===== config.mk =====
export PLATFORM = sky130hd
export DESIGN_NAME = mgmt_bridge
export DESIGN_NICKNAME = d
export VERILOG_FILES = /design/src/rtl/mgmt_bridge_pkg.sv /design/src/rtl/mgmt_mdc_gen.sv /design/src/rtl/mgmt_mdio_engine.sv /design/src/rtl/mgmt_regfile.sv /design/src/rtl/mgmt_bridge.sv
export SDC_FILE = /design/constraint.sdc
export NUM_CORES = 1
export LEC_CHECK = 0
export ABC_CLOCK_PERIOD_IN_PS = 2440
export BUFFER_PORTS_ARGS = -buffer_cell sky130_fd_sc_hd__buf_2
export CORE_MARGIN = 2
export CORE_UTILIZATION = 40
export DETAILED_ROUTE_END_ITERATION = 16
export HOLD_SLACK_MARGIN = 0.15
export PLACE_DENSITY_LB_ADDON = 0.2
export SYNTH_ARGS = -nofsm -noshare
export SYNTH_HDL_FRONTEND = slang
export SYNTH_HIERARCHICAL = 1
export SYNTH_SLANG_ARGS = --single-unit

===== constraint.sdc =====
create_clock -name clk -period 2.44 [get_ports clk]
set_clock_uncertainty 0.05 [all_clocks]
set_input_delay 0.732 -clock clk [delete_from_list [all_inputs] [get_ports clk]]
set_output_delay 0.732 -clock clk [all_outputs]
set_load 0.005 [all_outputs]

===== src/rtl/mgmt_bridge_pkg.sv =====
package mgmt_bridge_pkg;
   // host word offsets from the base
   localparam int OFS_DATA = 13;
   localparam int OFS_CTRL = 14;
   localparam int OFS_STAT = 15;
   // control word layout
   localparam int CTRL_WE_BIT = 15;
   localparam int LOC_LSB_W   = 10;   // location bits below the channel field
   localparam logic [LOC_LSB_W-1:0] LOC_CFG  = 10'h340;
   localparam logic [LOC_LSB_W-1:0] LOC_WDAT = 10'h3B0;
   localparam logic [LOC_LSB_W-1:0] LOC_LNCH = 10'h3B4;
   // configuration word layout
   localparam int MDIO_EN_BIT = 6;
   // status word layout: per-channel stride of four bits
   localparam int STAT_STRIDE  = 4;
   localparam int STAT_MDIO_B0 = 1;
   localparam int STAT_CFG_B0  = 6;
   // frame layout
   localparam int FRAME_BITS = 64;
   localparam int PRE_BITS   = 32;
   localparam int TA_POS     = PRE_BITS + 14;
   localparam int DAT_POS    = TA_POS + 2;
endpackage


===== src/rtl/mgmt_mdc_gen.sv =====
module mgmt_mdc_gen #(
   parameter int DIV_W = 6
) (
   input  logic             clk,
   input  logic             rst_n,
   input  logic             run,
   input  logic [DIV_W-1:0] div,
   output logic             mdc,
   output logic             rise_p,
   output logic             fall_p
);
   generate
      if (DIV_W < 1 || DIV_W > 6) begin : g_bad_div
         $error("mgmt_mdc_gen: DIV_W must be 1..6");
      end
   endgenerate

   logic [DIV_W-1:0] cnt;
   logic             tick;

   assign tick   = run && (cnt == div);
   assign rise_p = tick && !mdc;
   assign fall_p = tick && mdc;

   always_ff @(posedge clk) begin
      if (!rst_n || !run) begin
         cnt <= '0;
         mdc <= 1'b0;
      end else if (tick) begin
         cnt <= '0;
         mdc <= ~mdc;
      end else begin
         cnt <= cnt + 1'b1;
      end
   end
endmodule


===== src/rtl/mgmt_mdio_engine.sv =====
module mgmt_mdio_engine
   import mgmt_bridge_pkg::*;
#(
   parameter int DIV_W = 6
) (
   input  logic             clk,
   input  logic             rst_n,
   input  logic             start,
   input  logic             req_rd,
   input  logic [4:0]       req_phy,
   input  logic [4:0]       req_reg,
   input  logic [15:0]      req_wdata,
   input  logic [DIV_W-1:0] req_div,
   input  logic             mdio_i,
   output logic             busy_o,
   output logic             done,
   output logic [15:0]      rdata,
   output logic             mdc,
   output logic             mdio_o,
   output logic             mdio_oe
);
   localparam int BIT_W = $clog2(FRAME_BITS);

   generate
      if (FRAME_BITS != 64 || PRE_BITS != 32) begin : g_bad_frame
         $error("mgmt_mdio_engine: frame layout must be 32+32 bits");
      end
   endgenerate

   logic                  busy;
   logic                  is_rd;
   logic [FRAME_BITS-1:0] sh;
   logic [BIT_W-1:0]      bitn;
   logic [DIV_W-1:0]      div_q;
   logic [BIT_W:0]        rise_cnt;
   logic                  rise_p, fall_p;

   mgmt_mdc_gen #(.DIV_W(DIV_W)) mdc_gen_i (
      .clk    (clk),
      .rst_n  (rst_n),
      .run    (busy),
      .div    (div_q),
      .mdc    (mdc),
      .rise_p (rise_p),
      .fall_p (fall_p)
   );

   always_ff @(posedge clk) begin
      if (!rst_n) begin
         busy     <= 1'b0;
         done     <= 1'b0;
         is_rd    <= 1'b0;
         sh       <= '0;
         bitn     <= '0;
         div_q    <= '0;
         rise_cnt <= '0;
         rdata    <= '0;
      end else begin
         done <= 1'b0;
         if (start && !busy && !done) begin
            busy     <= 1'b1;
            is_rd    <= req_rd;
            div_q    <= req_div;
            bitn     <= '0;
            rise_cnt <= '0;
            sh       <= {{PRE_BITS{1'b1}}, 2'b01, (req_rd ? 2'b10 : 2'b01),
                         req_phy, req_reg, 2'b10, req_wdata};
         end else if (busy) begin
            if (rise_p) begin
               rise_cnt <= rise_cnt + 1'b1;
               if (is_rd && bitn >= BIT_W'(DAT_POS))
                  rdata <= {rdata[14:0], mdio_i};
            end
            if (fall_p) begin
               if (bitn == BIT_W'(FRAME_BITS - 1)) begin
                  busy <= 1'b0;
                  done <= 1'b1;
               end else begin
                  bitn <= bitn + 1'b1;
                  sh   <= {sh[FRAME_BITS-2:0], 1'b0};
               end
            end
         end
      end
   end

   assign busy_o  = busy || done;
   assign mdio_o  = busy ? sh[FRAME_BITS-1] : 1'b1;
   assign mdio_oe = busy && (!is_rd || bitn < BIT_W'(TA_POS));


   mdio_on_fall_chk: assert property (@(posedge clk) disable iff (!rst_n)
      (busy && $past(busy) && !$stable(mdio_o)) |-> $fell(mdc));

   frame_len_chk: assert property (@(posedge clk) disable iff (!rst_n)
      done |-> (rise_cnt == (BIT_W+1)'(FRAME_BITS)));

   mdc_idle_low_chk: assert property (@(posedge clk) disable iff (!rst_n)
      !busy |-> !mdc);
endmodule


===== src/rtl/mgmt_regfile.sv =====
module mgmt_regfile
   import mgmt_bridge_pkg::*;
#(
   parameter int NUM_CH = 2,
   parameter int DIV_W  = 6,
   parameter int ADDR_W = 8,
   parameter int BASE   = 0
) (
   input  logic              clk,
   input  logic              rst_n,
   input  logic [ADDR_W-1:0] host_addr,
   input  logic              host_wr,
   input  logic [31:0]       host_wdata,
   output logic [31:0]       host_rdata,
   input  logic              eng_busy,
   input  logic              eng_done,
   input  logic [15:0]       eng_rdata,
   output logic              start,
   output logic              req_rd,
   output logic [4:0]        req_phy,
   output logic [4:0]        req_reg,
   output logic [15:0]       req_wdata,
   output logic [DIV_W-1:0]  req_div
);
   localparam int CH_W = $clog2(NUM_CH);

   generate
      if (NUM_CH != 2 && NUM_CH != 4) begin : g_bad_ch
         $error("mgmt_regfile: NUM_CH must be 2 or 4");
      end
      if (DIV_W < 1 || DIV_W > MDIO_EN_BIT) begin : g_bad_div
         $error("mgmt_regfile: divider field overlaps the enable bit");
      end
      if (BASE + OFS_STAT >= (1 << ADDR_W)) begin : g_bad_addr
         $error("mgmt_regfile: ADDR_W too narrow for BASE");
      end
   endgenerate

   logic [31:0]      data_q;
   logic [15:0]      ctrl_q;
   logic [31:0]      stat;
   logic [NUM_CH-1:0] cfg_en, cfg_rdy, mdio_rdy;
   logic [DIV_W-1:0] cfg_div [NUM_CH];
   logic [15:0]      wdat    [NUM_CH];
   logic [CH_W-1:0]  act_ch;
   logic             act_rd;

   // host decode
   logic                 wr_data, wr_ctrl, c_we;
   logic [CH_W-1:0]      c_ch;
   logic [LOC_LSB_W-1:0] c_loc;
   logic                 is_cfg, is_wdat, is_launch;
   logic [31:0]          cfg_word;

   assign wr_data   = host_wr && (host_addr == ADDR_W'(BASE + OFS_DATA));
   assign wr_ctrl   = host_wr && (host_addr == ADDR_W'(BASE + OFS_CTRL));
   assign c_we      = host_wdata[CTRL_WE_BIT];
   assign c_ch      = host_wdata[LOC_LSB_W +: CH_W];
   assign c_loc     = host_wdata[LOC_LSB_W-1:0];
   assign is_cfg    = wr_ctrl && (c_loc == LOC_CFG);
   assign is_wdat   = wr_ctrl && c_we && (c_loc == LOC_WDAT);
   assign is_launch = wr_ctrl && (c_loc == LOC_LNCH);
   assign cfg_word  = 32'(cfg_div[c_ch]) | (32'(cfg_en[c_ch]) << MDIO_EN_BIT);

   assign start     = is_launch && cfg_en[c_ch] && !eng_busy;
   assign req_rd    = !c_we;
   assign req_phy   = data_q[9:5];
   assign req_reg   = data_q[4:0];
   assign req_wdata = wdat[c_ch];
   assign req_div   = cfg_div[c_ch];

   // per-channel state
   generate
      for (genvar c = 0; c < NUM_CH; c++) begin : g_ch
         logic             en_q, crdy_q, mrdy_q;
         logic [DIV_W-1:0] div_q;
         logic [15:0]      wd_q;
         logic             sel;

         assign sel = (c_ch == CH_W'(c));

         always_ff @(posedge clk) begin
            if (!rst_n) begin
               en_q   <= 1'b0;
               crdy_q <= 1'b0;
               mrdy_q <= 1'b0;
               div_q  <= '0;
               wd_q   <= '0;
            end else begin
               if (is_cfg && sel) begin
                  crdy_q <= 1'b1;
                  if (c_we) begin
                     en_q  <= data_q[MDIO_EN_BIT];
                     div_q <= data_q[DIV_W-1:0];
                  end
               end
               if (is_wdat && sel)
                  wd_q <= data_q[15:0];
               if (is_launch && sel) begin
                  if (!en_q)
                     mrdy_q <= 1'b1;
                  else if (!eng_busy)
                     mrdy_q <= 1'b0;
               end
               if (eng_done && act_ch == CH_W'(c))
                  mrdy_q <= 1'b1;
            end
         end

         assign cfg_en[c]   = en_q;
         assign cfg_rdy[c]  = crdy_q;
         assign mdio_rdy[c] = mrdy_q;
         assign cfg_div[c]  = div_q;
         assign wdat[c]     = wd_q;
      end
   endgenerate

   always_comb begin
      stat = '0;
      for (int c = 0; c < NUM_CH; c++) begin
         stat[STAT_MDIO_B0 + STAT_STRIDE*c] = mdio_rdy[c];
         stat[STAT_CFG_B0  + STAT_STRIDE*c] = cfg_rdy[c];
      end
   end

   // shared words; a finished read has the last say on the data word
   always_ff @(posedge clk) begin
      if (!rst_n) begin
         data_q <= '0;
         ctrl_q <= '0;
         act_ch <= '0;
         act_rd <= 1'b0;
      end else begin
         if (wr_data)
            data_q <= host_wdata;
         if (is_cfg && !c_we)
            data_q <= cfg_word;
         if (eng_done && act_rd)
            data_q <= {16'h0000, eng_rdata};
         if (wr_ctrl)
            ctrl_q <= host_wdata[15:0];
         if (start) begin
            act_ch <= c_ch;
            act_rd <= !c_we;
         end
      end
   end

   always_comb begin
      host_rdata = '0;
      if (host_addr == ADDR_W'(BASE + OFS_DATA))
         host_rdata = data_q;
      else if (host_addr == ADDR_W'(BASE + OFS_CTRL))
         host_rdata = {16'h0000, ctrl_q};
      else if (host_addr == ADDR_W'(BASE + OFS_STAT))
         host_rdata = stat;
   end


   cfg_rdy_set_chk: assert property (@(posedge clk) disable iff (!rst_n)
      is_cfg |=> cfg_rdy[$past(c_ch)]);

   off_launch_chk: assert property (@(posedge clk) disable iff (!rst_n)
      (is_launch && !cfg_en[c_ch]) |=> mdio_rdy[$past(c_ch)]);

   busy_ignore_chk: assert property (@(posedge clk) disable iff (!rst_n)
      (is_launch && eng_busy && !eng_done) |=> (stat == $past(stat)));

   rd_wins_chk: assert property (@(posedge clk) disable iff (!rst_n)
      (eng_done && act_rd && wr_data) |=> (data_q == {16'h0000, $past(eng_rdata)}));
endmodule


===== src/rtl/mgmt_bridge.sv =====
module mgmt_bridge #(
   parameter int NUM_CH = 2,
   parameter int DIV_W  = 6,
   parameter int ADDR_W = 8,
   parameter int BASE   = 0
) (
   input  logic              clk,
   input  logic              rst_n,
   input  logic [ADDR_W-1:0] host_addr,
   input  logic              host_wr,
   input  logic [31:0]       host_wdata,
   output logic [31:0]       host_rdata,
   output logic              mdc,
   input  logic              mdio_i,
   output logic              mdio_o,
   output logic              mdio_oe
);
   logic             eng_busy, eng_done, start, req_rd;
   logic [15:0]      eng_rdata, req_wdata;
   logic [4:0]       req_phy, req_reg;
   logic [DIV_W-1:0] req_div;

   mgmt_regfile #(
      .NUM_CH (NUM_CH),
      .DIV_W  (DIV_W),
      .ADDR_W (ADDR_W),
      .BASE   (BASE)
   ) regs_i (
      .clk        (clk),
      .rst_n      (rst_n),
      .host_addr  (host_addr),
      .host_wr    (host_wr),
      .host_wdata (host_wdata),
      .host_rdata (host_rdata),
      .eng_busy   (eng_busy),
      .eng_done   (eng_done),
      .eng_rdata  (eng_rdata),
      .start      (start),
      .req_rd     (req_rd),
      .req_phy    (req_phy),
      .req_reg    (req_reg),
      .req_wdata  (req_wdata),
      .req_div    (req_div)
   );

   mgmt_mdio_engine #(.DIV_W(DIV_W)) eng_i (
      .clk       (clk),
      .rst_n     (rst_n),
      .start     (start),
      .req_rd    (req_rd),
      .req_phy   (req_phy),
      .req_reg   (req_reg),
      .req_wdata (req_wdata),
      .req_div   (req_div),
      .mdio_i    (mdio_i),
      .busy_o    (eng_busy),
      .done      (eng_done),
      .rdata     (eng_rdata),
      .mdc       (mdc),
      .mdio_o    (mdio_o),
      .mdio_oe   (mdio_oe)
   );
endmodule


Word level (Yosys, flattened, before mapping)
Index checks and enable logic that the tools add are counted.
{"block": "classes", "addsub": 2, "multipliers": 0, "div": 0, "n_lt_le_gt_ge": 4, "n_eq_ne": 11, "n_shift": 0, "n_mux": 32, "bitwise": 10, "reduce_logical": 52}
{"op": "2-to-1 mux 64 bit", "n": 4}
{"op": "2-to-1 mux 32 bit", "n": 4}
{"op": "2-to-1 mux 16 bit", "n": 4}
{"op": "equality test 10 bit (second input constant)", "n": 3}
{"op": "logical AND 1 bit", "n": 25}
{"op": "equality test 8 x 4 -> 1 bit (second input constant)", "n": 3}
{"op": "2-to-1 mux 6 bit", "n": 3}
{"op": "2-to-1 mux 1 bit", "n": 15}
{"op": "adder 6 x 1 -> 6 bit (second input constant)", "n": 2}
{"op": "2-to-1 mux 11 bit", "n": 1}
{"op": "nonzero test 2 bit", "n": 5}
{"op": "inverter 1 bit", "n": 8}
{"op": "AND reduction 2 bit", "n": 4}
{"op": "zero test 1 bit", "n": 7}
{"op": "bitwise OR 6 x 7 -> 7 bit", "n": 1}
{"op": "equality test 6 bit", "n": 1}
{"op": "equality test 6 bit (second input constant)", "n": 1}
{"op": "greater-or-equal comparator 6 bit (second input constant)", "n": 1}
{"op": "less-than comparator 6 bit (second input constant)", "n": 1}
{"op": "!= test 3 bit (second input constant)", "n": 2}
{"op": "AND reduction 3 bit", "n": 2}
{"op": "OR reduction 2 bit", "n": 3}
{"op": "AND reduction 4 bit", "n": 1}
{"op": "OR reduction 4 bit", "n": 1}
{"op": "other kinds (7)", "n": 9}
{"block": "totals", "register_bits": 202, "latch_bits": 0, "ram_bits": 0, "romBits": 0, "input_bits": 44, "wordCells": 136, "n_memories": 0}

Logic depth before layout (Yosys ltp)
Gate-level depths: netlist (run 1).
{"block": "logic_depth", "ltp_word": 9, "mapped_depth": 12, "mapped_depth_nobuf": 10}

Cells and area by module
The synthesis (run 1) kept the hierarchy.
{"mod": "mgmt_regfile", "n_inst": 1, "cells_each": 587, "area_per_inst_um2": 5073.6, "seq_area_each_um2": 2001.9}
{"mod": "mgmt_mdio_engine", "n_inst": 1, "cells_each": 442, "area_per_inst_um2": 4060.1, "seq_area_each_um2": 1901.8}
{"mod": "mgmt_mdc_gen", "n_inst": 1, "cells_each": 38, "area_per_inst_um2": 334.1, "seq_area_each_um2": 140.1}

Worst setup path after synthesis (run 1)
OpenSTA, ideal clock, no wires.
{"block": "synth_path", "path_type": "input port to output port", "start": "in host_addr[1]", "end": "out host_rdata[0]", "t_arrival_ns": 1.835, "setup_slack_ns": -0.177, "stages": 6, "path_buffers": 3, "path_cell_list": "buf_2 nor4b_2 buf_2 and2_1 buf_2 a22o_1"}
{"block": "synth_between", "elab_chain_cells": 3}
{"element": "start: declaration", "line_no": "mgmt_bridge.sv:9", "source": "input logic [ADDR_W-1:0] host_addr,"}
{"element": "equality test 8 x 4 -> 1 bit", "line_no": "mgmt_regfile.sv:153", "source": "else if (host_addr == ADDR_W'(BASE + OFS_CTRL))"}
{"element": "2-to-1 mux 32 bit", "line_no": "mgmt_regfile.sv:153"}
{"element": "2-to-1 mux 32 bit (*)", "line_no": "mgmt_regfile.sv:151", "source": "if (host_addr == ADDR_W'(BASE + OFS_DATA))"}
{"element": "end: declaration", "line_no": "mgmt_bridge.sv:12", "source": "output logic [31:0] host_rdata,"}
Mark *: on every way between the ends. The rest lies on a longest branch, timed or not.

Worst setup path after layout (run 1)
{"block": "layout_path", "start": "in host_addr[5]", "end": "out host_rdata[2]"}
Same word-level chain as after synthesis.

==> results.yml, run 1 <==
floorplanning:
  num_rows: 56
  core_region_area_mm2: 0.0233
  dieArea_mm2: 0.0249
  fp.dieH_um: 158
  io_pins: 79
  initial_core_util_pct: 40.6
  die_w_um: 158
clocking:
  cts_made_buffers: 23
  cts_sinks: 202
  path_clk_slew_ns: 0.06
  cts_buffer_depth: 3
  cts_tree: "built"
  cts_hold_buffers: 0
  htreeDepth: 1
  cts_root_buf: "clkbuf_16"
  clk_latency_ns: 0.50
route:
  ant_nets: 0
  routedWlPerCell_um: 16.9
  routed_wl_um: 25000
  wl_met2_um: 11500
  wl_met1_um: 12200
  drt-vias-per-instance: 5.38
  dr.pass1.iters: 4
  drtIter0Drc: 571
  dr_wl_met3_um: 809
  top_layer: "met4"
  drc: 0
  vias: 7962
pwr:
  p_leak_nw: 4.14
  p_per_area_mw_per_mm2: 629
  max-vdd-ir-drop_mv: 0.439
  power_mw: 7.20
critical_path:
  end_kind: "primary output"
  crit_buf_inv: 3
  start_kind: "input pin"
  critPathSlowestCell: "and4bb_4"
  critPathRequiredTime_ns: 1.66
  crit_family: "simple AND/OR/NAND/NOR gates"
  crit_fanout: 12
  cp.arrival_ns: 1.74
  crit_chain: "buf_6 -> and4bb_4 -> and3_4 -> buf_12 -> a22o_1 -> buf_2"
  worstSetupPathType: "input pin to primary output"
  max_stage_delay_ns: 0.34
timing:
  final-setup-viol-count: 32
  relSlewSlack_pct: 50.4
  fmax_ghz: 0.396
  fin_crit_sh_pct: 103
  fin_crit_ns: 2.52
  drv_slew: 0
  tightestPinTransition_ns: 0.744
  setup_slack_ns: -0.0822
  finalHoldViolations: 0
  rsz0062_at_grt: "true"
cells_and_area:
  fin_nets: 1191
  seq_area_mm2: 0.00404
  drive_gt1_share_pct: 26.3
  n_antenna_cell: 0
  utilization_pct: 49.1
  syn2layout_area_growth_pct: 21.0
  n_fill_cell: 2246
  multi_input_area_mm2: 0.00497
yosys:
  synth_edf_count: 0
  synth_top_area_share_pct: 42.7
  syn_nets: 1113
  netlist_instances: 1067
  synthArstFlopShare_pct: 0
  synthFlopType: "dfxtp_1"
  synth-seq-cells: 202
  synth.most_common_cell: "dfxtp_1"
  synth_top_cell_by_area: "dfxtp_1"
  synth_top_cells_by_area: "dfxtp_1, a21boi_1, nand2_1, nor3b_2, nand3_1"
  yosys-top-cells-count: "dfxtp_1, nand2_1, a21boi_1, nand3_1, nor2_1"
  postSynthAreaPerCell_um2: 8.87
  synth.cell_area_mm2: 0.00947
  yosys_warnings: 6
  ys_types: 60
  ys_seq_area_share_pct: 42.7
placed_design:
  io_buffers: 78
  routabilityCongestion: 0.780
  dpl.hpwl_um: 16300
  dp_slack_ns: -0.244
status:
  violations: "setup timing"
  outcome: "complete, but fails checks"
global_routing:
  antenna_found_initial: 0
  grt_max_degree: 67
  grt_pass1_vias: 7689
  grt_use_total_pct: 19.8
  grt_overflow_total: 0
  grt_pass1_wl_um: 40200
hold_path:
  min-delay-path-class: "flop to flop"
job:
  maxCapViolations: 0
metrics by stage:
step	hold slack (ns)	area (um2)	instances	TNS [ns]
2_1_floorplan	0.378	9660	1067	-1.76
3_3_place_gp	0.386	10500	1432	-13.00
3_5_place_dp	0.392	10500	1432	-14.72
4_1_cts	0.400	11400	1475	-1.10
5_1_grt	0.417	11500	1480	-3.18
6_report	0.400	11500	1480	-1.78
worst register-to-register path: stages (launching register included):
cell      delay, ns
dfxtp_1        0.38
nor2_1         0.18
inv_1          0.09
nand2b_1       0.17
nor2_2         0.18
nand3_2        0.14
nor2_2         0.15
nor3b_4        0.26
buf_12         0.17
buf_12         0.15
nor3_1         0.07
nor3b_2        0.19
per-layer routing:
metal / vias to the layer above / GRT usage (%)
met5: - / 0
met4: 0 / 5.11
met3: 39 / 2.71
met2: 131 / 31.6
met1: 3842 / 28.3
li1: 3950 / -
state kept, by name, indices dropped and copies added (netlist names):
name / flops
regs_i/act_ch: 1
eng_i/is_rd: 1
regs_i/g_ch.div_q: 12
regs_i/g_ch.en_q: 2
regs_i/g_ch.wd_q: 32
eng_i/busy: 1
eng_i/done: 1
regs_i/data_q: 32
eng_i/mdc_gen_i/mdc: 1
eng_i/mdc_gen_i/cnt: 6
regs_i/g_ch.crdy_q: 2
regs_i/act_rd: 1
eng_i/rdata: 16
regs_i/ctrl_q: 16
eng_i/div_q: 6
eng_i/bitn: 6
regs_i/g_ch.mrdy_q: 2
eng_i/sh: 64
path summary, 6_finish.rpt:
kind / start / endpoint / slack (ns) / cells after the start
min reg2reg: eng_i/sh[28]$_SDFFE_PN0P_ / eng_i/sh[28]$_SDFFE_PN0P_ / 0.40 / 2
max reg2reg: eng_i/busy$_SDFF_PN0_ / eng_i/sh[40]$_SDFFE_PN0P_ / 0.19 / 11
min: eng_i/sh[28]$_SDFFE_PN0P_ / eng_i/sh[28]$_SDFFE_PN0P_ / 0.40 / 2
max: host_addr[5] / host_rdata[2] / -0.08 / 6
report_power, final:
group / switching, mW / leakage (nW) / internal (mW)
sequential: 0.00157 / 1.63 / 3.30
combinational: 0.134 / 2.12 / 0.128
clock: 1.37 / 0.393 / 2.27
area by class of cell:
class	count	share of cell area [%]
Sequential cell	202	35.3
Clock inverter	10	1.33
Multi-Input combinational cell	758	43.4
Tap cell	319	3.49
Inverter	7	0.229
Timing Repair Buffer	153	10.6
Clock buffer	31	5.64
cell usage in the layout, fill, tap and decap left out, types with 6 or more instances in the layout:
cell	synthesis	final
a2111oi_0	7	7
a211oi_1	6	6
a21boi_0	27	27
a21boi_1	85	85
a21oi_1	19	19
a21oi_2	11	10
a22o_1	12	12
a22oi_1	29	26
and3_1	24	20
buf_12	0	16
buf_2	39	70
buf_4	20	57
buf_6	12	10
clkbuf_16	0	23
dfxtp_1	202	202
inv_1	6	6
mux2_2	26	26
mux2i_1	9	9
nand2_1	141	140
nand3_1	81	80
nor2_1	54	51
nor3_1	49	33
nor3_2	0	16
nor3b_2	36	35
o21ai_0	44	44
o21ai_1	18	18
o221ai_1	7	7
xnor2_1	9	9
cell families (layout without fill, tap and decap cells):
group / count (synthesis) / in the layout / share of synthesized area [%]
AND/OR/NAND/NOR: 428 / 428 / 24.6
multiplexers: 35 / 35 / 4.04
adder cells (fa/ha/maj): 2 / 2 / 0.264
XOR/XNOR: 13 / 13 / 1.20
AO/OA/AOI/OAI: 280 / 280 / 20.7
flip-flops: 202 / 202 / 42.7
buffers and inverters: 107 / 201 / 6.50
timing repair:
item,4_1_cts,5_1_grt
gates cloned,0,1
pin swaps,4,5
endpoints found under the hold margin,0,0
setup buffers,2,4
gates resized for setup,6,15
endpoints found under the setup margin,32,35
No activity file was read; power rests on OpenSTA's default activity.
==> inputs of run 2 (changes only) <==
--- a/config.mk
+++ b/config.mk
@@ -7,8 +7,8 @@
 export LEC_CHECK = 0
 export ABC_CLOCK_PERIOD_IN_PS = 2440
 export BUFFER_PORTS_ARGS = -buffer_cell sky130_fd_sc_hd__buf_2
-export CORE_MARGIN = 2
 export CORE_UTILIZATION = 40
+export CTS_BUF_LIST = sky130_fd_sc_hd__clkbuf_4
 export DETAILED_ROUTE_END_ITERATION = 16
 export HOLD_SLACK_MARGIN = 0.15
 export PLACE_DENSITY_LB_ADDON = 0.2
==> results.yml, run 2 (same netlist as run 1, synthesis figures left out) <==
status:
  outcome: "complete, but fails checks"
  violations: "setup timing"
cells_and_area:
  largest_register: "eng_i/sh"
  layout_common_cells: "dfxtp_1, nand2_1, clkbuf_4, a21boi_1, nand3_1"
  final_area_mm2: 0.0114
  largestRegisters: "eng_i/sh: 64 flops, regs_i/data_q: 32 flops, regs_i/g_ch.wd_q: 32 flops"
  syn2layout_area_growth_pct: 20.0
  fin_nets: 1222
  largest_reg_flops: 64
  drive_gt1_share_pct: 29.9
  utilization_pct: 49.6
  mostFrequentLayoutCell: "dfxtp_1"
job:
  maxCapViolations: 0
hold_path:
  min-delay-path-class: "input pin to flop"
  min_from: "host_wdata[26]"
floorplanning:
  num_rows: 55
  core_region_area_mm2: 0.0229
  dieArea_mm2: 0.0243
  die_w_um: 156
  io_pins: 79
  fp.dieH_um: 156
  initial_core_util_pct: 41.3
placed_design:
  io_buffers: 78
  placedInstanceArea_mm2: 0.0105
  dpl.hpwl_um: 16200
  routabilityCongestion: 0.809
pwr:
  p_leak_nw: 4.20
  p_per_area_mw_per_mm2: 603
  max-vdd-ir-drop_mv: 0.356
global_routing:
  grt_pass1_vias: 7998
  antenna_found_initial: 1
  grt_overflow_total: 0
  grt_pass1_wl_um: 40800
  grt_use_total_pct: 20.6
  grt_max_degree: 52
critical_path:
  start_kind: "input pin"
  critPathRequiredTime_ns: 1.66
  crit_fanout: 12
  end_kind: "primary output"
  rr_startpoint: "eng_i/mdc_gen_i/cnt[1]$_SDFF_PP0_"
  cp.arrival_ns: 1.76
  worstSetupPathType: "input pin to primary output"
  startpoint: "host_addr[4]"
clocking:
  path_clk_slew_ns: 0.07
  cts_sinks: 202
  clk_latency_ns: 0.67
  cts_buffer_depth: 3
  cts_made_buffers: 55
  cts_tree: "built"
  htreeDepth: 2
  cts_root_buf: "clkbuf_4"
  cts_hold_buffers: 0
timing:
  tightestPinTransition_ns: 0.771
  fin_crit_ns: 2.54
  finalHoldViolations: 0
  tns_ns: -1.11
  setup_slack_ns: -0.103
  drv_slew: 0
  fin_crit_sh_pct: 104
  final-setup-viol-count: 12
  rsz0062_at_grt: "true"
  relSlewSlack_pct: 48.4
  fmax_ghz: 0.393
route:
  wl_met2_um: 11400
  dr_wl_met3_um: 1040
  drc: 0
  wl_met1_um: 11800
  routedWlPerCell_um: 16.0
  vias: 8212
  ant_nets: 0
  dr.pass1.iters: 5
  routed_wl_um: 24600
  drt-vias-per-instance: 5.36
  top_layer: "met4"
  drtIter0Drc: 536
[run 2: cell types whose count changed in the layout (fill, tap and decap cells not counted), moves of 4 or more]
cell       previous run  this run
clkbuf_4              0        91
clkinv_1              0         6
clkbuf_16            23         0
clkbuf_1              4         0
buf_2                70        75
clkinv_2              5         0
dfxtp_1             202       197
buf_6                10         3
clkbuf_8              4         0
[run 2: layout make-up]
cell class,count,area (um2)
flip-flops and latches,202,4060
well taps,313,392
inverters,7,26.3
clock buffers,91,683
multi-input cells,758,4970
clock inverters,9,90.1
repair buffers,152,1140
fillers,2216,11600
diodes,1,2.50
[run 2: critical path: stages]
cell and delay (ns):
buf_6 0.09, and4bb_4 0.35, and3_4 0.20, buf_12 0.13
a22o_1 0.14, buf_2 0.11
[run 2: layer usage]
metal / track usage (%) / up-vias
met5: 0 / -
met4: 5.98 / 0
met3: 4.28 / 32
met2: 32.9 / 166
met1: 28.0 / 3950
li1: - / 4064
[run 2: power breakdown]
| part | internal (mW) | switching, mW | leakage [nW] | total [mW] |
|---|---|---|---|---|
| Combinational | 0.126 | 0.136 | 2.12 | 0.262 |
| Clock | 1.88 | 1.41 | 0.456 | 3.28 |
| Sequential | 3.30 | 0.00122 | 1.63 | 3.30 |
| Total | 5.30 | 1.54 | 4.20 | 6.84 |
[run 2: final timing paths]
kind | end | slack, ns | depth (start not counted)
worst min register to register | eng_i/sh[16]$_SDFFE_PP0P_ | 0.39 | 2
worst max register to register | eng_i/sh[46]$_SDFFE_PN0P_ | 0.23 | 8
worst max-delay path | host_rdata[13] | -0.10 | 6
worst min-delay path | regs_i/data_q[26]$_SDFFE_PP0P_ | 0.25 | 3
[run 2: what timing repair did]
action,in CTS,in global routing
pin swaps,3,2
hold endpoints to repair,0,0
buffers inserted,3,2
setup endpoints to repair,28,33
gates resized for setup,12,5
[run 2: stage by stage]
step	instances	hold WS, ns	setup WS (ns)	power (mW)
floorplan	1067	0.378	-0.0395	3.50
global placement	1427	0.388	-0.127	3.63
detailed placement	1427	0.393	-0.151	3.63
CTS	1530	0.202	-0.107	6.94
global route	1533	0.199	-0.143	7.15
finish	1533	0.249	-0.103	6.84
==> inputs of run 3 (changes only) <==
--- a/config.mk
+++ b/config.mk
@@ -6,10 +6,10 @@
 export NUM_CORES = 1
 export LEC_CHECK = 0
 export ABC_CLOCK_PERIOD_IN_PS = 2440
-export BUFFER_PORTS_ARGS = -buffer_cell sky130_fd_sc_hd__buf_2
 export CORE_UTILIZATION = 40
 export CTS_BUF_LIST = sky130_fd_sc_hd__clkbuf_4
 export DETAILED_ROUTE_END_ITERATION = 16
+export DONT_BUFFER_PORTS = 1
 export HOLD_SLACK_MARGIN = 0.15
 export PLACE_DENSITY_LB_ADDON = 0.2
 export SYNTH_ARGS = -nofsm -noshare
==> results.yml, run 3 (same netlist as run 1, synthesis figures left out) <==
status:
  outcome: "finished clean"
cells_and_area:
  drive_gt1_share_pct: 21.3
  utilization_pct: 48.2
  largest_reg_flops: 64
  seq_area_mm2: 0.00405
  largestRegisters: "eng_i/sh: 64 flops, regs_i/data_q: 32 flops, regs_i/g_ch.wd_q: 32 flops"
  fin_nets: 1155
  final_area_mm2: 0.0111
  syn2layout_area_growth_pct: 16.8
  n_fill_cell: 2240
  layout_common_cells: "dfxtp_1, nand2_1, a21boi_1, clkbuf_4, nand3_1"
  multi_input_area_mm2: 0.00496
  mostFrequentLayoutCell: "dfxtp_1"
  largest_register: "eng_i/sh"
  stdcell_count: 1458
timing:
  tightestPinTransition_ns: 0.752
  rsz0062_at_grt: "false"
  final-setup-viol-count: 0
  drv_slew: 0
  fin_crit_sh_pct: 99.1
  relSlewSlack_pct: 49.8
  fin_hold_ws_ns: 0.200
  fmax_ghz: 0.414
  setup_slack_ns: 0.0227
  fin_crit_ns: 2.42
  tns_ns: 0
  finalHoldViolations: 0
route:
  drt-vias-per-instance: 5.44
  routedWlPerCell_um: 17.1
  drtIter0Drc: 584
  dr.pass1.iters: 5
  vias: 7936
  drc: 0
  routed_wl_um: 24900
  ant_nets: 0
critical_path:
  start_kind: "input pin"
  end_kind: "primary output"
  r2r-end: "eng_i/rdata[1]$_SDFFE_PN0P_"
  cp.arrival_ns: 1.64
  rr_startpoint: "eng_i/busy$_SDFF_PN0_"
  r2r_slack_ns: 0.22
  rr_worst_depth: 7
  max_stage_delay_ns: 0.33
  critPathSlowestCell: "and4bb_4"
  crit_fanout: 7
  worstSetupPathType: "input pin to primary output"
  critPathRequiredTime_ns: 1.66
  crit_chain: "and4bb_4 -> buf_4 -> and2_2 -> a22o_1"
clocking:
  cts_sinks: 202
  clk_latency_ns: 0.67
  cts_root_buf: "clkbuf_4"
  cts_made_buffers: 53
  path_clk_slew_ns: 0.07
  postCtsSetupRepairBufs: 0
  cts_tree: "built"
  cts_buffer_depth: 3
  htreeDepth: 2
global_routing:
  grt_use_total_pct: 20.6
  grt_overflow_total: 0
  grt_pass1_vias: 7664
  antenna_found_initial: 1
  grt_max_degree: 109
  grt_pass1_wl_um: 40300
hold_path:
  min_from: "host_wdata[7]"
  whs_endpoint: "regs_i/data_q[7]$_SDFFE_PN0P_"
  min_delay_path_depth: 2
  min-delay-path-class: "input pin to flop"
job:
  maxCapViolations: 0
floorplanning:
  fp.dieH_um: 156
  die_w_um: 156
  dieArea_mm2: 0.0243
  num_rows: 55
  core_region_area_mm2: 0.0229
  initial_core_util_pct: 41.3
  io_pins: 79
placed_design:
  dp_slack_ns: -0.0340
  io_buffers: 0
  dpl.cell_count: 1323
  routabilityCongestion: 0.773
  dpl.hpwl_um: 14900
  placedInstanceArea_mm2: 0.00990
pwr:
  max-vdd-ir-drop_mv: 0.341
  p_per_area_mw_per_mm2: 586
  p_leak_nw: 3.83
  power_mw: 6.48
run 3: layout make-up:
cell class	instances	share of cell area, %
timing repair buffer	86	8.49
sequential	202	36.7
tap	313	3.54
multi-input combinational	759	44.9
antenna	1	0.0226
clock buffer	84	5.70
inverter	7	0.238
clock inverter	6	0.475
run 3: where the power goes:
part	switching [mW]	total (mW)	internal, mW
Sequential	0.00137	3.30	3.30
Clock	1.35	3.00	1.64
Combinational	0.0718	0.181	0.109
run 3: how the worst max path moves through the flow:
stage | to | from | depth (start not counted)
finish | host_rdata[8] | host_addr[5] | 4
global route | host_rdata[8] | host_addr[5] | 4
CTS | host_rdata[15] | host_addr[5] | 4
detailed placement | eng_i/sh[43]$_SDFFE_PN0P_ | host_addr[5] | 9
global placement | eng_i/sh[48]$_SDFFE_PN0P_ | host_addr[5] | 9
floorplan | eng_i/sh[19]$_SDFFE_PN0P_ | host_addr[5] | 9
run 3: routing by layer:
layer | vias to the layer above | track usage, % | share of wire (%)
li1 | 3912 | - | -
met1 | 3782 | 28.9 | 48
met2 | 201 | 31.6 | 45
met3 | 41 | 3.50 | 5.1
met4 | 0 | 7.00 | 1.9
met5 | - | 0 | 0
run 3: repair_timing:
action	CTS	global route
cloned	0	1
pin swaps	0	0
setup endpoints to repair	2	12
gates resized for setup	2	5
endpoints found under the hold margin	75	0
hold buffers	43	0
run 3: critical path, delay by kind of cell:
kind	cells	cell delay (ns)
compound gates	1	0.18
buf+inv	1	0.15
simple gates	2	0.56
